[src/rtl/bit_op_pkg.sv]
package bit_op_pkg;
  localparam int FLAG_W = 5;
  localparam int Z_POS  = 2;

  typedef enum logic [1:0] {
    OP_TST = 2'd0,
    OP_CHG = 2'd1,
    OP_CLR = 2'd2,
    OP_SET = 2'd3
  } op_e;

  typedef enum logic [1:0] {
    S_IDLE = 2'd0,
    S_RD   = 2'd1,
    S_WR   = 2'd2
  } state_e;
endpackage

[src/rtl/bit_sel_mask.sv]
module bit_sel_mask #(
  parameter int DATA_W = 32,
  parameter int BYTE_W = 8,
  localparam int IDX_W  = $clog2(DATA_W),
  localparam int BIDX_W = $clog2(BYTE_W)
) (
  input  logic [IDX_W-1:0]  idx_i,
  input  logic              mem_i,
  output logic [DATA_W-1:0] mask_o
);
  for (genvar i = 0; i < DATA_W; i++) begin : g_bit
    if (i < BYTE_W) begin : g_low
      assign mask_o[i] = mem_i ? (idx_i[BIDX_W-1:0] == BIDX_W'(i))
                               : (idx_i == IDX_W'(i));
    end else begin : g_high
      assign mask_o[i] = !mem_i && (idx_i == IDX_W'(i));
    end
  end
endmodule

[src/rtl/bit_modify.sv]
module bit_modify
  import bit_op_pkg::*;
#(
  parameter int DATA_W = 32
) (
  input  op_e               op_i,
  input  logic [DATA_W-1:0] opnd_i,
  input  logic [DATA_W-1:0] mask_i,
  output logic [DATA_W-1:0] res_o,
  output logic              z_o
);
  assign z_o = ~|(opnd_i & mask_i);

  always_comb begin
    unique case (op_i)
      OP_CHG:  res_o = opnd_i ^ mask_i;
      OP_CLR:  res_o = opnd_i & ~mask_i;
      OP_SET:  res_o = opnd_i | mask_i;
      default: res_o = opnd_i;
    endcase
  end
endmodule

[src/rtl/bit_op_ctrl.sv]
module bit_op_ctrl
  import bit_op_pkg::*;
(
  input  logic   clk_i,
  input  logic   rst_ni,
  input  logic   start_mem_i,
  input  logic   is_tst_i,
  input  logic   rd_valid_i,
  input  logic   wr_ack_i,
  output state_e state_o,
  output logic   rd_fire_o,
  output logic   wr_fire_o
);
  state_e state_d;

  assign rd_fire_o = (state_o == S_RD) && rd_valid_i;
  assign wr_fire_o = (state_o == S_WR) && wr_ack_i;

  always_comb begin
    state_d = state_o;
    unique case (state_o)
      S_IDLE: if (start_mem_i) state_d = S_RD;
      S_RD:   if (rd_valid_i)  state_d = is_tst_i ? S_IDLE : S_WR;
      S_WR:   if (wr_ack_i)    state_d = S_IDLE;
      default: state_d = S_IDLE;
    endcase
  end

  always_ff @(posedge clk_i or negedge rst_ni) begin
    if (!rst_ni) state_o <= S_IDLE;
    else         state_o <= state_d;
  end
endmodule

[src/rtl/bit_op_unit.sv]
module bit_op_unit
  import bit_op_pkg::*;
#(
  parameter int DATA_W = 32,
  parameter int BYTE_W = 8,
  parameter int NUM_W  = 8,
  localparam int IDX_W = $clog2(DATA_W)
) (
  input  logic              clk_i,
  input  logic              rst_ni,
  input  logic              start_i,
  input  logic [1:0]        op_i,
  input  logic [NUM_W-1:0]  bit_num_i,
  input  logic              reg_mem_i,
  input  logic [DATA_W-1:0] reg_data_i,
  input  logic [FLAG_W-1:0] flags_i,
  output logic              mem_rd_req_o,
  input  logic              mem_rd_valid_i,
  input  logic [BYTE_W-1:0] mem_rd_data_i,
  output logic              mem_wr_req_o,
  output logic [BYTE_W-1:0] mem_wr_data_o,
  input  logic              mem_wr_ack_i,
  output logic              busy_o,
  output logic              done_o,
  output logic [DATA_W-1:0] result_o,
  output logic [FLAG_W-1:0] flags_o
);
  state_e            state;
  logic              rd_fire, wr_fire, accept, sel_mem;
  op_e               op_q, cur_op;
  logic [IDX_W-1:0]  idx_q, idx_in, cur_idx;
  logic [FLAG_W-1:0] flags_q, cur_flags, new_flags;
  logic [DATA_W-1:0] cur_opnd, mask, res_d, result_q;
  logic              z_d, done_q;

  assign idx_in  = IDX_W'(bit_num_i % NUM_W'(DATA_W));
  assign accept  = start_i && (state == S_IDLE);
  assign sel_mem = (state == S_RD);

  assign cur_op    = sel_mem ? op_q    : op_e'(op_i);
  assign cur_idx   = sel_mem ? idx_q   : idx_in;
  assign cur_flags = sel_mem ? flags_q : flags_i;
  assign cur_opnd  = sel_mem ? DATA_W'(mem_rd_data_i) : reg_data_i;

  always_comb begin
    new_flags        = cur_flags;
    new_flags[Z_POS] = z_d;
  end

  bit_op_ctrl u_ctrl (
    .clk_i       (clk_i),
    .rst_ni      (rst_ni),
    .start_mem_i (accept && reg_mem_i),
    .is_tst_i    (op_q == OP_TST),
    .rd_valid_i  (mem_rd_valid_i),
    .wr_ack_i    (mem_wr_ack_i),
    .state_o     (state),
    .rd_fire_o   (rd_fire),
    .wr_fire_o   (wr_fire)
  );

  bit_sel_mask #(.DATA_W(DATA_W), .BYTE_W(BYTE_W)) u_mask (
    .idx_i  (cur_idx),
    .mem_i  (sel_mem),
    .mask_o (mask)
  );

  bit_modify #(.DATA_W(DATA_W)) u_mod (
    .op_i   (cur_op),
    .opnd_i (cur_opnd),
    .mask_i (mask),
    .res_o  (res_d),
    .z_o    (z_d)
  );

  always_ff @(posedge clk_i or negedge rst_ni) begin
    if (!rst_ni) begin
      op_q     <= OP_TST;
      idx_q    <= '0;
      flags_q  <= '0;
      result_q <= '0;
      flags_o  <= '0;
      done_q   <= 1'b0;
    end else begin
      done_q <= 1'b0;
      if (accept) begin
        op_q    <= op_e'(op_i);
        idx_q   <= idx_in;
        flags_q <= flags_i;
        if (!reg_mem_i) begin
          result_q <= res_d;
          flags_o  <= new_flags;
          done_q   <= 1'b1;
        end
      end
      if (rd_fire) begin
        result_q <= res_d;
        flags_o  <= new_flags;
        // test-only finishes at read; others wait for write ack
        done_q   <= (op_q == OP_TST);
      end
      if (wr_fire) done_q <= 1'b1;
    end
  end

  assign mem_rd_req_o  = (state == S_RD);
  assign mem_wr_req_o  = (state == S_WR);
  assign mem_wr_data_o = result_q[BYTE_W-1:0];
  assign busy_o        = (state != S_IDLE);
  assign done_o        = done_q;
  assign result_o      = result_q;
endmodule

[config.mk]
export PLATFORM = sky130hd
export DESIGN_NAME = bit_op_unit
export DESIGN_NICKNAME = d
export VERILOG_FILES = /design/src/rtl/bit_op_pkg.sv /design/src/rtl/bit_sel_mask.sv /design/src/rtl/bit_modify.sv /design/src/rtl/bit_op_ctrl.sv /design/src/rtl/bit_op_unit.sv
export SDC_FILE = /design/constraint.sdc
export NUM_CORES = 1
export LEC_CHECK = 0
export BUFFER_PORTS_ARGS = -buffer_cell sky130_fd_sc_hd__buf_2
export CAP_MARGIN = 10
export CELL_PAD_IN_SITES_DETAIL_PLACEMENT = 0
export CELL_PAD_IN_SITES_GLOBAL_PLACEMENT = 1
export CORE_ASPECT_RATIO = 0.5
export CORE_MARGIN = 2
export CORE_UTILIZATION = 44
export CTS_CLUSTER_SIZE = 12
export DETAILED_ROUTE_END_ITERATION = 8
export GPL_ROUTABILITY_DRIVEN = 0
export PLACE_DENSITY = 0.89
export SYNTH_ARGS = -nofsm -noshare
export SYNTH_HDL_FRONTEND = slang
export SYNTH_HIERARCHICAL = 1
export SYNTH_SLANG_ARGS = --single-unit
[constraint.sdc]
create_clock -name clk_i -period 4.14 [get_ports clk_i]
set_input_delay 0.414 -clock clk_i [delete_from_list [all_inputs] [get_ports clk_i]]
set_output_delay 0.414 -clock clk_i [all_outputs]
set_load 0.005 [all_outputs]
# Word-level counts from Yosys, hierarchy flattened

Cells that the tools add are included.

$add $sub $neg: 0
Multipliers: 0
Divide/modulo/power cells: 0
$lt $le $gt $ge: 0
Eq/ne operators: 47
Shift operators: 0
Muxes and demuxes: 28
Bitwise gates (word level): 5
Reductions and logical operators: 39

Operators with widths:

| operator                                                                | count |
|---|---|
| 32-bit 2-to-1 mux                                                       | 4 |
| 32-bit case mux with 3 select lines                                     | 1 |
| 5-bit equality test, second input constant                              | 16 |
| 32-bit AND                                                              | 2 |
| 5-bit by 4-bit equality test with 1-bit output, second input constant   | 8 |
| 32-bit inverter                                                         | 1 |
| 32-bit OR                                                               | 1 |
| 32-bit OR reduction                                                     | 1 |
| 32-bit bitwise XOR                                                      | 1 |
| 1-bit logical AND                                                       | 28 |
| 5-bit 2-to-1 mux                                                        | 5 |
| 5-bit by 3-bit equality test with 1-bit output, second input constant   | 4 |
| 3-bit equality test, second input constant                              | 4 |
| 1-bit 2-to-1 mux                                                        | 12 |
| 5-bit by 2-bit equality test with 1-bit output, second input constant   | 2 |
| 2-bit 2-to-1 mux                                                        | 5 |
| 2-bit equality test, second input constant                              | 3 |
| 3-bit by 2-bit equality test with 1-bit output, second input constant   | 2 |
| 2-bit by 1-bit inequality test with 1-bit output, second input constant | 3 |
| 2-bit case mux with 3 select lines                                      | 1 |
| 5-bit by 1-bit equality test with 1-bit output, second input constant   | 1 |
| 5-bit zero test                                                         | 1 |
| 2-bit by 1-bit equality test with 1-bit output, second input constant   | 2 |
| 2-bit zero test                                                         | 2 |
| other kinds (7)                                                         | 9 |

Bits in registers: 52
Bits in latches: 0
Memory bits (writable): 0
ROM bits: 0
Bits of input ports: 61
Output and inout bits: 49
Memories kept: 0

# Longest topological paths before layout

Gate-level depths: netlist of the first run.

Word-level depth: 10
Gate-level depth with buffers: 13
Gate-level depth less buffers: 10

# Modules after synthesis

The synthesis of the first run kept the hierarchy.

By module, submodules not included:

| module       | instances | cells each | area each (µm²) |
|---|---|---|---|
| bit_modify   | 1         | 243        | 2447.3 |
| bit_op_unit  | 1         | 168        | 2406.1 |
| bit_sel_mask | 1         | 48         | 254.0 |
| bit_op_ctrl  | 1         | 10         | 101.3 |

# Worst setup path before layout of the first run

OpenSTA, ideal clock, no wires.

Kind: reg-to-reg
Start: register u_ctrl.state_o[1]
End: register result_q[16] (netlist: result_o[16])
Arrival: 3252 ps
Data required time: 4015 ps
Setup slack: 763 ps
Cell stages (with the launch flop): 12
Period minus slack after synthesis: 3377 ps
Cell sequence: dfrtp_1 > nand2b_2 > inv_2 > buf_6 > buf_2 > mux2_2 > or4b_1 > nor2_1 > inv_1 > ha_1 > mux4_2 > mux2_4

Word-level cells in the longest chain between the ends: 10
Elaborated cells between the ends (all ways): 24
Classes of those cells: eq/ne (6); mux (7); bitwise (4); reduce/logical (7)

RTL lines:

| element                                            | line               | RTL |
|---|---|---|
| start: declaration                                 | bit_op_ctrl.sv:10  | `output state_e state_o,` |
| start signal: assignment                           | bit_op_ctrl.sv:31  | `else state_o <= state_d;` |
| 2-bit by 1-bit equality test with 1-bit output (*) | n/a                |  |
| net mem_rd_req_o                                   | bit_op_unit.sv:17  | `output logic mem_rd_req_o,` |
| 5-bit 2-to-1 mux (*)                               | bit_op_unit.sv:41  | `assign cur_idx = sel_mem ? idx_q : idx_in;` |
| net cur_idx[3]                                     | bit_op_unit.sv:31  | `logic [IDX_W-1:0] idx_q, idx_in, cur_idx;` |
| 5-bit equality test (*)                            | bit_sel_mask.sv:16 | `assign mask_o[i] = !mem_i && (idx_i == IDX_W'(i));` |
| 1-bit logical AND (*)                              | bit_sel_mask.sv:16 |  |
| net mask[16]                                       | bit_op_unit.sv:33  | `logic [DATA_W-1:0] cur_opnd, mask, res_d, result_q;` |
| 32-bit inverter                                    | bit_modify.sv:17   | `OP_CLR: res_o = opnd_i & ~mask_i;` |
| 32-bit AND                                         | bit_modify.sv:17   |  |
| 32-bit case mux with 3 select lines (*)            | bit_modify.sv:15   | `unique case (op_i)` |
| net res_d[16]                                      | bit_op_unit.sv:33  |  |
| 32-bit 2-to-1 mux                                  | bit_op_unit.sv:90  | `if (!reg_mem_i) begin` |
| 32-bit 2-to-1 mux                                  | bit_op_unit.sv:86  | `if (accept) begin` |
| 32-bit 2-to-1 mux (*)                              | bit_op_unit.sv:96  | `if (rd_fire) begin` |
| end signal: assignment                             | bit_op_unit.sv:91  | `result_q <= res_d;` |
| end signal: assignment                             | bit_op_unit.sv:97  | `result_q <= res_d;` |
| end: declaration                                   | bit_op_unit.sv:33  |  |

The timed path passes the listed nets; every way through them passes the cells marked *. The select of a mux whose other input is x is not followed.
A chain may end at the register's enable or synchronous reset.

# Final worst setup path of the first run

Start: register u_ctrl.state_o[1]
End: register result_q[19] (netlist: result_o[19])

Word-level cells in the longest chain between the ends: 10
Elaborated cells between the ends (all ways): 24
Classes of those cells: eq/ne (6); mux (7); bitwise (4); reduce/logical (7)

RTL lines:

| element                                            | line               | RTL |
|---|---|---|
| 2-bit by 1-bit equality test with 1-bit output (*) | bit_op_unit.sv:38  | `assign sel_mem = (state == S_RD);` |
| 5-bit 2-to-1 mux (*)                               | bit_op_unit.sv:41  |  |
| net cur_idx[2]                                     | bit_op_unit.sv:31  |  |
| 5-bit equality test (*)                            | bit_sel_mask.sv:16 |  |
| 1-bit logical AND (*)                              | bit_sel_mask.sv:16 |  |
| net mask[19]                                       | bit_op_unit.sv:33  |  |
| 32-bit inverter                                    | bit_modify.sv:17   |  |
| 32-bit AND                                         | bit_modify.sv:17   |  |
| 32-bit case mux with 3 select lines (*)            | bit_modify.sv:15   |  |
| net res_d[19]                                      | bit_op_unit.sv:33  |  |
| 32-bit 2-to-1 mux                                  | bit_op_unit.sv:90  |  |
| 32-bit 2-to-1 mux                                  | bit_op_unit.sv:86  |  |
| 32-bit 2-to-1 mux (*)                              | bit_op_unit.sv:96  |  |

Marked as above.

==> results by group, run 1 <==
Job
  • Max cap viols: 0

Finish
  • Share of cells above drive strength 1: 0.4018
  • NumNets Final: 716
  • Area growth syn-to-layout: 13.86%
  • Non-filler cells, final: 725
  • Filler Cell Count: 1078
  • Antenna Cells: 0

Global routing
  • Grt ovf: 0
  • First-pass GRT wire length: 17310 µm
  • Initial antenna violation count: 0
  • Total track usage: 0.1748
  • M3 GR Usage: 0.02775
  • GRT met2 Usage: 0.3248
  • Most Used Layer, Global Route: met2
  • Vias in the first global route: 3576
  • Largest net degree at the start of global routing: 52
  • Grt met1 use: 0.2223

Floorplan
  • I/O pins: 110
  • Die height: 80.94 µm
  • Die Width: 157.9 µm
  • Area of the core: 11670 µm²
  • Initial core utilization: 0.4465
  • Rows: 28
  • Die area: 12780 µm²

Logic synthesis
  • Syn Inst Count: 469
  • #FFs+latches synth: 51
  • Synth warn: 6
  • Seq/Total Area, Yosys: 0.2450
  • Mean Syn Cell Area: 11.11 µm²
  • Syn_nets: 626
  • Synth Cell Area: 5209 µm²
  • Unique cell type count in the Yosys netlist: 34

STA
  • Tcrit/Tclk final: 0.8257
  • RSZ-0062 raised after global routing: no
  • Fmax: 0.2925 GHz
  • Pins Over Slew Limit: 0
  • Slew headroom: 0.4963
  • Setup TNS: 0 ns
  • Final setup vio count: 0
  • Clock Skews: 0.006120 ns
  • Post-layout min period: 3.418 ns
  • Final Hold Viols: 0
  • Slew @ Worst Pin: 0.7548 ns

Setup path
  • Startpoint Class: flip-flop
  • Crit Reg-Reg Endpoint: result_o[19]$_DFFE_PN0P_
  • Max Fanout on Critical Path: 16
  • Setup CP Type: reg2reg
  • Worst EP required: 4.32 ns
  • Worst R2R Path Depth: 9
  • Crit path capture type: flip-flop
  • Crit-path max cell delay: 0.59 ns
  • Critical Path, Cell by Cell: nand2b_2 -> inv_2 -> mux2_2 -> or4b_1 -> nor2_1 -> inv_1 -> ha_1 -> mux4_2 -> mux2_4
  • Reg2Reg Setup Slack: 0.72 ns
  • FF-to-FF Start: u_ctrl/state_o[1]$_DFFE_PN0P_
  • Crit path arrival time: 3.60 ns
  • CP max-delay cell: or4b_1

Clock network
  • Clock root cell: clkbuf_16
  • CTS tree: done
  • Clock sinks: 51
  • Post-CTS setup-driven buffer insertion count: 0
  • Clock Latency Late Sink: 0.29 ns
  • Clk slew on worst S/H paths: 0.07 ns
  • Post-cts hold buffer count: 0
  • Clock buffer depth: 2
  • CTS-repair resized insts: 0
  • CTS H-tree depth: 2
  • Num CTS Buffers: 5

Route
  • Vias per inst: 4.901
  • DR WL/cell: 15.07 µm
  • Drt pass-1 iters: 4
  • Post-DRT Antenna Nets: 0
  • Violation count after the first detailed-route iteration: 132
  • DRC viols: 0
  • WL final: 10920 µm
  • Vias: 3553

Power and ir drop
  • Leak pwr: 3.024 nW
  • VDD IR max: 240.0 µV
  • Power per cell area: 614.2 nW/µm²
  • Power consumption: 0.003643 W

Worst hold path
  • Hold Crit Class: in2async

Place
  • Port buffer count: 105
  • Post-Place Cells: 717
  • DP Wirelength: 8167 µm

Status
  • Status: completed
==> critical path, delay by kind of cell, from the launching register on <==
kind / cells / cell delay [ns]
mux: 3 / 1.21
simple gates: 3 / 1.01
flops: 1 / 0.47
buf+inv: 2 / 0.34
fa+ha+maj: 1 / 0.28
==> power by group <==
part | internal (W) | switching, W | leakage, nW | total, W
registers | 0.000751 | 0.000147 | 0.615 | 0.000898
clock network | 0.000258 | 0.000192 | 0.0772 | 0.000450
logic | 0.00125 | 0.00105 | 2.33 | 0.00229
==> cells by family after synthesis <==
logic type,Yosys count,share of synthesized area
buf+inv,129,0.1170
simple gates,89,0.1023
mux,99,0.2983
flops,51,0.2450
compound gates,5,0.006725
fa+ha+maj,96,0.2306
==> how the worst max path moves through the flow <==
stage	from	to	slack, ns	cells after the start
2_1_floorplan	u_ctrl/state_o[1]$_DFFE_PN0P_	result_o[16]$_DFFE_PN0P_	0.76	11
3_3_place_gp	u_ctrl/state_o[1]$_DFFE_PN0P_	result_o[18]$_DFFE_PN0P_	0.81	9
3_5_place_dp	u_ctrl/state_o[1]$_DFFE_PN0P_	result_o[19]$_DFFE_PN0P_	0.78	9
4_1_cts	u_ctrl/state_o[1]$_DFFE_PN0P_	result_o[19]$_DFFE_PN0P_	0.74	9
5_1_grt	u_ctrl/state_o[1]$_DFFE_PN0P_	result_o[19]$_DFFE_PN0P_	0.57	9
6_report	u_ctrl/state_o[1]$_DFFE_PN0P_	result_o[19]$_DFFE_PN0P_	0.72	9
==> registers in the layout, summed over array words and instances, names as in the netlist <==
signal / flops
flags_o: 5
op_q: 2
done_o: 1
result_o: 32
flags_q: 4
u_ctrl/state_o: 2
idx_q: 5
==> layout by cell type (no fill, tap or decap), drive strengths merged <==
cell type and instances:
clkbuf 8, nand2 1, and3b 1, nor3 4
o21ai 1, o21ba 1, or4b 2, nor2b 2
nor3b 5, nor2 28, mux4 32, a211oi 1
nand4 2, mux2 67, or2 2, and2 25
a21oi 1, inv 99, nand2b 4, buf 113
dfrtp 51, nand4bb 4, nand4b 1, ha 96
o21bai 1, nor4 8
==> cell usage after synthesis (all sizes together) <==
| cell type | number | area, µm² |
|---|---|---|
| a211oi | 1 | 7.510 |
| a21oi | 1 | 5.000 |
| and2 | 25 | 156.4 |
| and3b | 1 | 10.01 |
| buf | 23 | 211.5 |
| clkbuf | 7 | 26.28 |
| dfrtp | 51 | 1276 |
| ha | 96 | 1201 |
| inv | 99 | 371.6 |
| mux2 | 67 | 825.8 |
| mux4 | 32 | 728.2 |
| nand2 | 1 | 3.750 |
| nand2b | 4 | 27.53 |
| nand4 | 2 | 12.51 |
| nand4b | 1 | 8.760 |
| nand4bb | 4 | 45.04 |
| nor2 | 28 | 105.1 |
| nor2b | 2 | 12.51 |
| nor3 | 4 | 20.02 |
| nor3b | 5 | 48.80 |
| nor4 | 8 | 50.05 |
| o21ai | 1 | 5.000 |
| o21ba | 1 | 10.01 |
| o21bai | 1 | 7.510 |
| or2 | 2 | 12.51 |
| or4b | 2 | 20.02 |
==> final cells by class <==
class | instances | area (µm²) | area share
timing repair buffer | 113 | 585.6 | 0.09873
inverter | 99 | 371.6 | 0.06266
sequential | 51 | 1276 | 0.2152
multi-input combinational | 289 | 3334 | 0.5622
tap | 165 | 206.4 | 0.03481
clock buffer | 8 | 156.4 | 0.02637
==> routing by layer <==
metal | wire [µm] | vias to the layer above
met5 | 0 | -
met4 | 29 | 0
met3 | 307 | 2
met2 | 5446 | 52
met1 | 5140 | 1778
li1 | - | 1721
==> stage by stage <==
stage          setup slack, ns  hold slack, ns  instance area, µm²  utilization
6_report                0.7216          0.2405                5931       0.5084
5_1_grt                 0.5695          0.3220                5931       0.5084
4_1_cts                 0.7417          0.2804                5931       0.5084
3_5_place_dp            0.7762          0.4905                5774       0.4950
3_3_place_gp            0.8144          0.4824                5774       0.4950
2_1_floorplan           0.7631          0.1184                5209            -
Note: power is estimated with default switching activity, not from simulation.
==> inputs of run 2 (changes only) <==
- CORE_UTILIZATION: 44 -> 40
- PLACE_DENSITY: 0.89 -> 0.85
- clock period: 4.14 -> 3 ns (I/O delays scaled with it)
==> run 2 against run 1 <==
  * Clock skew grew 0.0012 ns
  * Core utilization shrank 1.7 points
  * First-iteration DRC count grew 17%
  * Count of clock-buffer cells in the layout shrank 3
==> results by group, run 2 (synthesis gave the netlist of run 1 again) <==
Clock network
  • Clock root cell: clkbuf_16
  • Clk slew on worst S/H paths: 0.08 ns
  • CTS H-tree depth: 2
  • Clock Latency Late Sink: 0.30 ns
  • Num CTS Buffers: 5
  • Clock buffer depth: 2
  • CTS tree: done
  • Post-cts hold buffer count: 0
  • Clock sinks: 51

Setup path
  • Worst EP required: 3.19 ns
  • Crit path arrival time: 3.14 ns
  • Crit path from: u_ctrl/state_o[1]$_DFFE_PN0P_
  • FF-to-FF Start: u_ctrl/state_o[1]$_DFFE_PN0P_
  • Crit path capture type: flip-flop
  • Setup CP Type: reg2reg
  • Worst R2R Path Depth: 10
  • Startpoint Class: flip-flop
  • Max Fanout on Critical Path: 7

Finish
  • Commonest non-fill, non-tap cell in the layout: buf_2
  • Leading cell types in the layout, fill and taps excluded: buf_2, inv_1, ha_1, dfrtp_1, mux2_2
  • Max reg flops: 32
  • Non-filler cells, final: 744
  • Filler Cell Count: 1174
  • Area growth syn-to-layout: 19.82%
  • Share of cells above drive strength 1: 0.4756
  • Multi-input gate area: 3522 µm²
  • NumNets Final: 730
  • Antenna Cells: 0
  • Register area: 1277 µm²

Place
  • Port buffer count: 105
  • DP Wirelength: 8373 µm
  • Setup WS pre-CTS: -0.03433 ns
  • Post-Place Cells: 734

Global routing
  • First-pass GRT wire length: 18200 µm
  • Vias in the first global route: 3691
  • Initial antenna violation count: 0
  • Largest net degree at the start of global routing: 33
  • Grt ovf: 0
  • Total track usage: 0.1681

STA
  • Slew headroom: 0.4792
  • Slew @ Worst Pin: 0.7811 ns
  • Setup TNS: 0 ns
  • Pins Over Slew Limit: 0
  • Clock Skews: 0.007314 ns
  • Fmax: 0.3391 GHz
  • RSZ-0062 raised after global routing: yes
  • Tcrit/Tclk final: 0.9831
  • Final setup vio count: 0
  • Post-layout min period: 2.949 ns
  • Setup ws final: 0.05081 ns
  • Final Hold Viols: 0

Route
  • Drt pass-1 iters: 4
  • DRC viols: 0
  • DR WL/cell: 14.92 µm
  • WL final: 11100 µm
  • Vias: 3608
  • Vias per inst: 4.849
  • Post-DRT Antenna Nets: 0
  • Violation count after the first detailed-route iteration: 155

Floorplan
  • Die area: 14010 µm²
  • Die height: 84.69 µm
  • I/O pins: 110
  • Initial core utilization: 0.4101
  • Area of the core: 12700 µm²
  • Die Width: 165.4 µm
  • Rows: 29

Power and ir drop
  • Internal cell power: 0.003241 W
  • Logic pwr share: 0.656
  • Psw: 0.002055 W
  • VDD IR max: 449.1 µV
  • Clock group share of total power: 0.113
  • Power per cell area: 848.5 nW/µm²
  • Flop pwr share: 0.231
  • Sw Ratio: 0.3880
  • Leak pwr: 3.118 nW

Status
  • Status: completed

Worst hold path
  • Hold Crit Class: in2async

Job
  • Max cap viols: 0
[run 2: routing by layer]
| metal | part of all wire | GRT usage | vias to the layer above |
|---|---|---|---|
| li1 | - | - | 1749 |
| met1 | 0.47 | 0.2247 | 1794 |
| met2 | 0.48 | 0.2875 | 55 |
| met3 | 0.038 | 0.02915 | 10 |
| met4 | 0.010 | 0.03527 | 0 |
| met5 | 0 | 0 | - |
[run 2: repair_timing]
action,CTS,global route
endpoints found under the setup margin,4,27
setup buffers,0,2
pin swaps,0,5
resized for setup,1,16
[run 2: final timing paths]
| kind | to | slack, ns |
|---|---|---|
| min in group clk_i | u_ctrl/state_o[0]$_DFFE_PN0P_ | 0.22 |
| min reg2reg | result_o[26]$_DFFE_PN0P_ | 0.50 |
| max | result_o[18]$_DFFE_PN0P_ | 0.05 |
| max reg2reg | result_o[18]$_DFFE_PN0P_ | 0.05 |
| min | result_o[27]$_DFFE_PN0P_ | 0.05 |
| max in group asynchronous | result_o[23]$_DFFE_PN0P_ | 2.13 |
[run 2: final cells by class]
cell class | count | share of cell area
multi-input combinational | 289 | 0.5644
sequential | 51 | 0.2047
timing repair buffer | 127 | 0.1133
inverter | 99 | 0.06034
tap | 170 | 0.03408
clock buffer | 5 | 0.02005
clock inverter | 3 | 0.003208
[run 2: worst max-delay path, stage by stage (launching register included)]
cell,delay (ns)
dfrtp_2,0.40
nand2b_4,0.17
inv_6,0.09
buf_6,0.10
mux2_4,0.33
or4b_4,0.64
nor2_4,0.13
inv_2,0.06
ha_4,0.21
mux4_2,0.43
mux2_4,0.27
[run 2: stage by stage]
| stage | util | area [µm²] | power [W] | hold slack [ns] |
|---|---|---|---|---|
| floorplan | - | 5356 | 0.003826 | 0.004409 |
| global placement | 0.4738 | 6017 | 0.004538 | 0.4191 |
| detailed placement | 0.4738 | 6017 | 0.004669 | 0.4126 |
| CTS | 0.4855 | 6166 | 0.005291 | 0.08879 |
| global route | 0.4914 | 6241 | 0.005763 | 0.1252 |
| finish | 0.4914 | 6241 | 0.005296 | 0.04940 |
[run 2: power by group through the flow]
stage	registers (W)	logic, W	clock network, W
2_1_floorplan	0.00125	0.00257	0
3_3_place_gp	0.00123	0.00331	0
3_5_place_dp	0.00124	0.00343	0
4_1_cts	0.00123	0.00345	0.000613
5_1_grt	0.00127	0.00385	0.000638
6_report	0.00122	0.00348	0.000596
==> inputs of run 3 (changes only) <==
- BUFFER_PORTS_ARGS: -buffer_cell sky130_fd_sc_hd__buf_2 -> -buffer_cell sky130_fd_sc_hd__buf_4
==> run 3 against run 2 <==
  * Non-clock buffer count up 2
  * Worst hold slack got worse by 0.010 ns
  * Global-route usage about the same
  * Cell count increased by 0.13%
  * Sequential power barely moved
  * Fmax up 0.70%
  * Combinational power is 5% higher
  * Clock power decreased by 1%
  * Clock skew grew 0.0034 ns
==> results by group, run 3 (synthesis gave the netlist of run 1 again) <==
Clock network
  • CTS H-tree depth: 2
  • CTS tree: done
  • Clock Latency Late Sink: 0.30 ns
  • Clk slew on worst S/H paths: 0.07 ns
  • Num CTS Buffers: 5
  • Clock root cell: clkbuf_16
  • Clock sinks: 51
  • Clock buffer depth: 2

Place
  • DP Wirelength: 8612 µm
  • Placement Cell Area: 6280 µm²
  • Post-Place Cells: 734
  • Port buffer count: 105
  • Setup WS pre-CTS: -0.00007527 ns

Global routing
  • Vias in the first global route: 3786
  • First-pass GRT wire length: 18400 µm
  • Grt ovf: 0
  • Grt met1 use: 0.2113
  • Total track usage: 0.1686
  • Largest net degree at the start of global routing: 52
  • GRT met2 Usage: 0.3023
  • Initial antenna violation count: 0
  • M3 GR Usage: 0.03063
  • Most Used Layer, Global Route: met2

Setup path
  • Crit path max-delay family: multiplexers
  • Crit path arrival time: 3.11 ns
  • CP max-delay cell: or4b_4
  • Setup CP Type: reg2reg
  • Worst path most repeated cell: mux2_4
  • Worst EP required: 3.18 ns
  • Buf/Inv on CP: 3
  • Crit-path max cell delay: 0.63 ns
  • Critical Path, Cell by Cell: nand2b_4 -> inv_6 -> buf_6 -> mux2_4 -> or4b_4 -> nor2_4 -> inv_2 -> ha_4 -> mux4_2 -> mux2_4
  • Max Fanout on Critical Path: 7
  • Crit path capture type: flip-flop
  • Startpoint Class: flip-flop

Power and ir drop
  • VDD IR max: 375.2 µV
  • Leak pwr: 3.211 nW
  • Power per cell area: 843.7 nW/µm²

Route
  • Drt pass-1 iters: 4
  • Vias: 3598
  • WL final: 11310 µm
  • DRC viols: 0
  • DR WL/cell: 15.17 µm
  • Violation count after the first detailed-route iteration: 132
  • Vias per inst: 4.830
  • Post-DRT Antenna Nets: 0

Finish
  • Area growth syn-to-layout: 24.62%
  • Max reg flops: 32
  • Antenna Cells: 0
  • Fin area: 6491 µm²
  • Layout Utilization: 0.5111
  • NumNets Final: 732
  • Commonest non-fill, non-tap cell in the layout: buf_4
  • Non-filler cells, final: 745
  • Leading cell types in the layout, fill and taps excluded: buf_4, inv_1, ha_1, dfrtp_1, mux2_2
  • Share of cells above drive strength 1: 0.4730

Floorplan
  • Area of the core: 12700 µm²
  • Rows: 29
  • Die area: 14010 µm²
  • Die Width: 165.4 µm
  • Die height: 84.69 µm
  • I/O pins: 110
  • Initial core utilization: 0.4101

STA
  • Fmax: 0.3414 GHz
  • Final setup vio count: 0
  • RSZ-0062 raised after global routing: yes
  • Hold_ws: 0.03929 ns
  • Tcrit/Tclk final: 0.9763
  • Post-layout min period: 2.929 ns
  • Clock Skews: 0.01070 ns
  • Slew @ Worst Pin: 0.7457 ns
  • Slew headroom: 0.5028
  • Pins Over Slew Limit: 0
  • Final Hold Viols: 0
  • Setup ws final: 0.07117 ns

Worst hold path
  • Hold Crit Class: in2async

Job
  • Max cap viols: 0

Status
  • Status: completed
-- run 3: changes by cell type in the layout (fill, tap and decap cells not counted), moves of 2 or more --
cell / change
buf_2: -105
nor2_1: +3
clkinvlp_4: -2
buf_4: +107
nor2_2: -3
-- run 3: per-stage QoR --
stage / total power [W] / setup TNS, ns
floorplan: 0.003826 / -0.2884
global placement: 0.004749 / 0
detailed placement: 0.004897 / -0.00007527
CTS: 0.005515 / 0
global route: 0.005939 / -0.06487
finish: 0.005476 / 0
-- run 3: worst paths after layout --
kind                                                from                             to  slack [ns]  cells past startpoint
setup / recovery           u_ctrl/state_o[1]$_DFFE_PN0P_       result_o[16]$_DFFE_PN0P_        0.07                     10
hold / removal                                    rst_ni       result_o[26]$_DFFE_PN0P_        0.04                      1
setup reg to reg           u_ctrl/state_o[1]$_DFFE_PN0P_       result_o[16]$_DFFE_PN0P_        0.07                     10
hold reg to reg                   flags_q[4]$_DFFE_PN0P_         flags_q[4]$_DFFE_PN0P_        0.51                      1
max in group asynchronous                         rst_ni  u_ctrl/state_o[1]$_DFFE_PN0P_        2.40                      1
min in group clk_i                        mem_rd_valid_i  u_ctrl/state_o[0]$_DFFE_PN0P_        0.22                      2
-- run 3: repair_timing --
action | 4_1_cts | 5_1_grt
pin swaps | 0 | 5
endpoints found under the setup margin | 1 | 19
buffers inserted | 0 | 4
endpoints found under the hold margin | 0 | 0
resized for setup | 1 | 12
hold buffers | 0 | 0
-- run 3: layer usage --
metal  up-vias  routed length [µm]
met5         -                   0
met1      1785                4992
met3         5                 572
li1       1751                   -
met4         0                  86
met2        57                5653
-- run 3: cell type report --
type                       count  area, µm²
clock buffer                   6      138.9
clock inverter                 1      5.005
fill                        1167       6208
inverter                      99      376.6
multi-input combinational    289       3496
sequential                    51       1277
tap                          170      212.7
timing repair buffer         129      984.7
-- run 3: power by group --
group          leakage (nW)  switching (W)  internal, W
sequential            0.614       0.000207      0.00104
clock                0.0727       0.000263     0.000327
combinational          2.53        0.00156      0.00208
total                  3.21        0.00203      0.00344
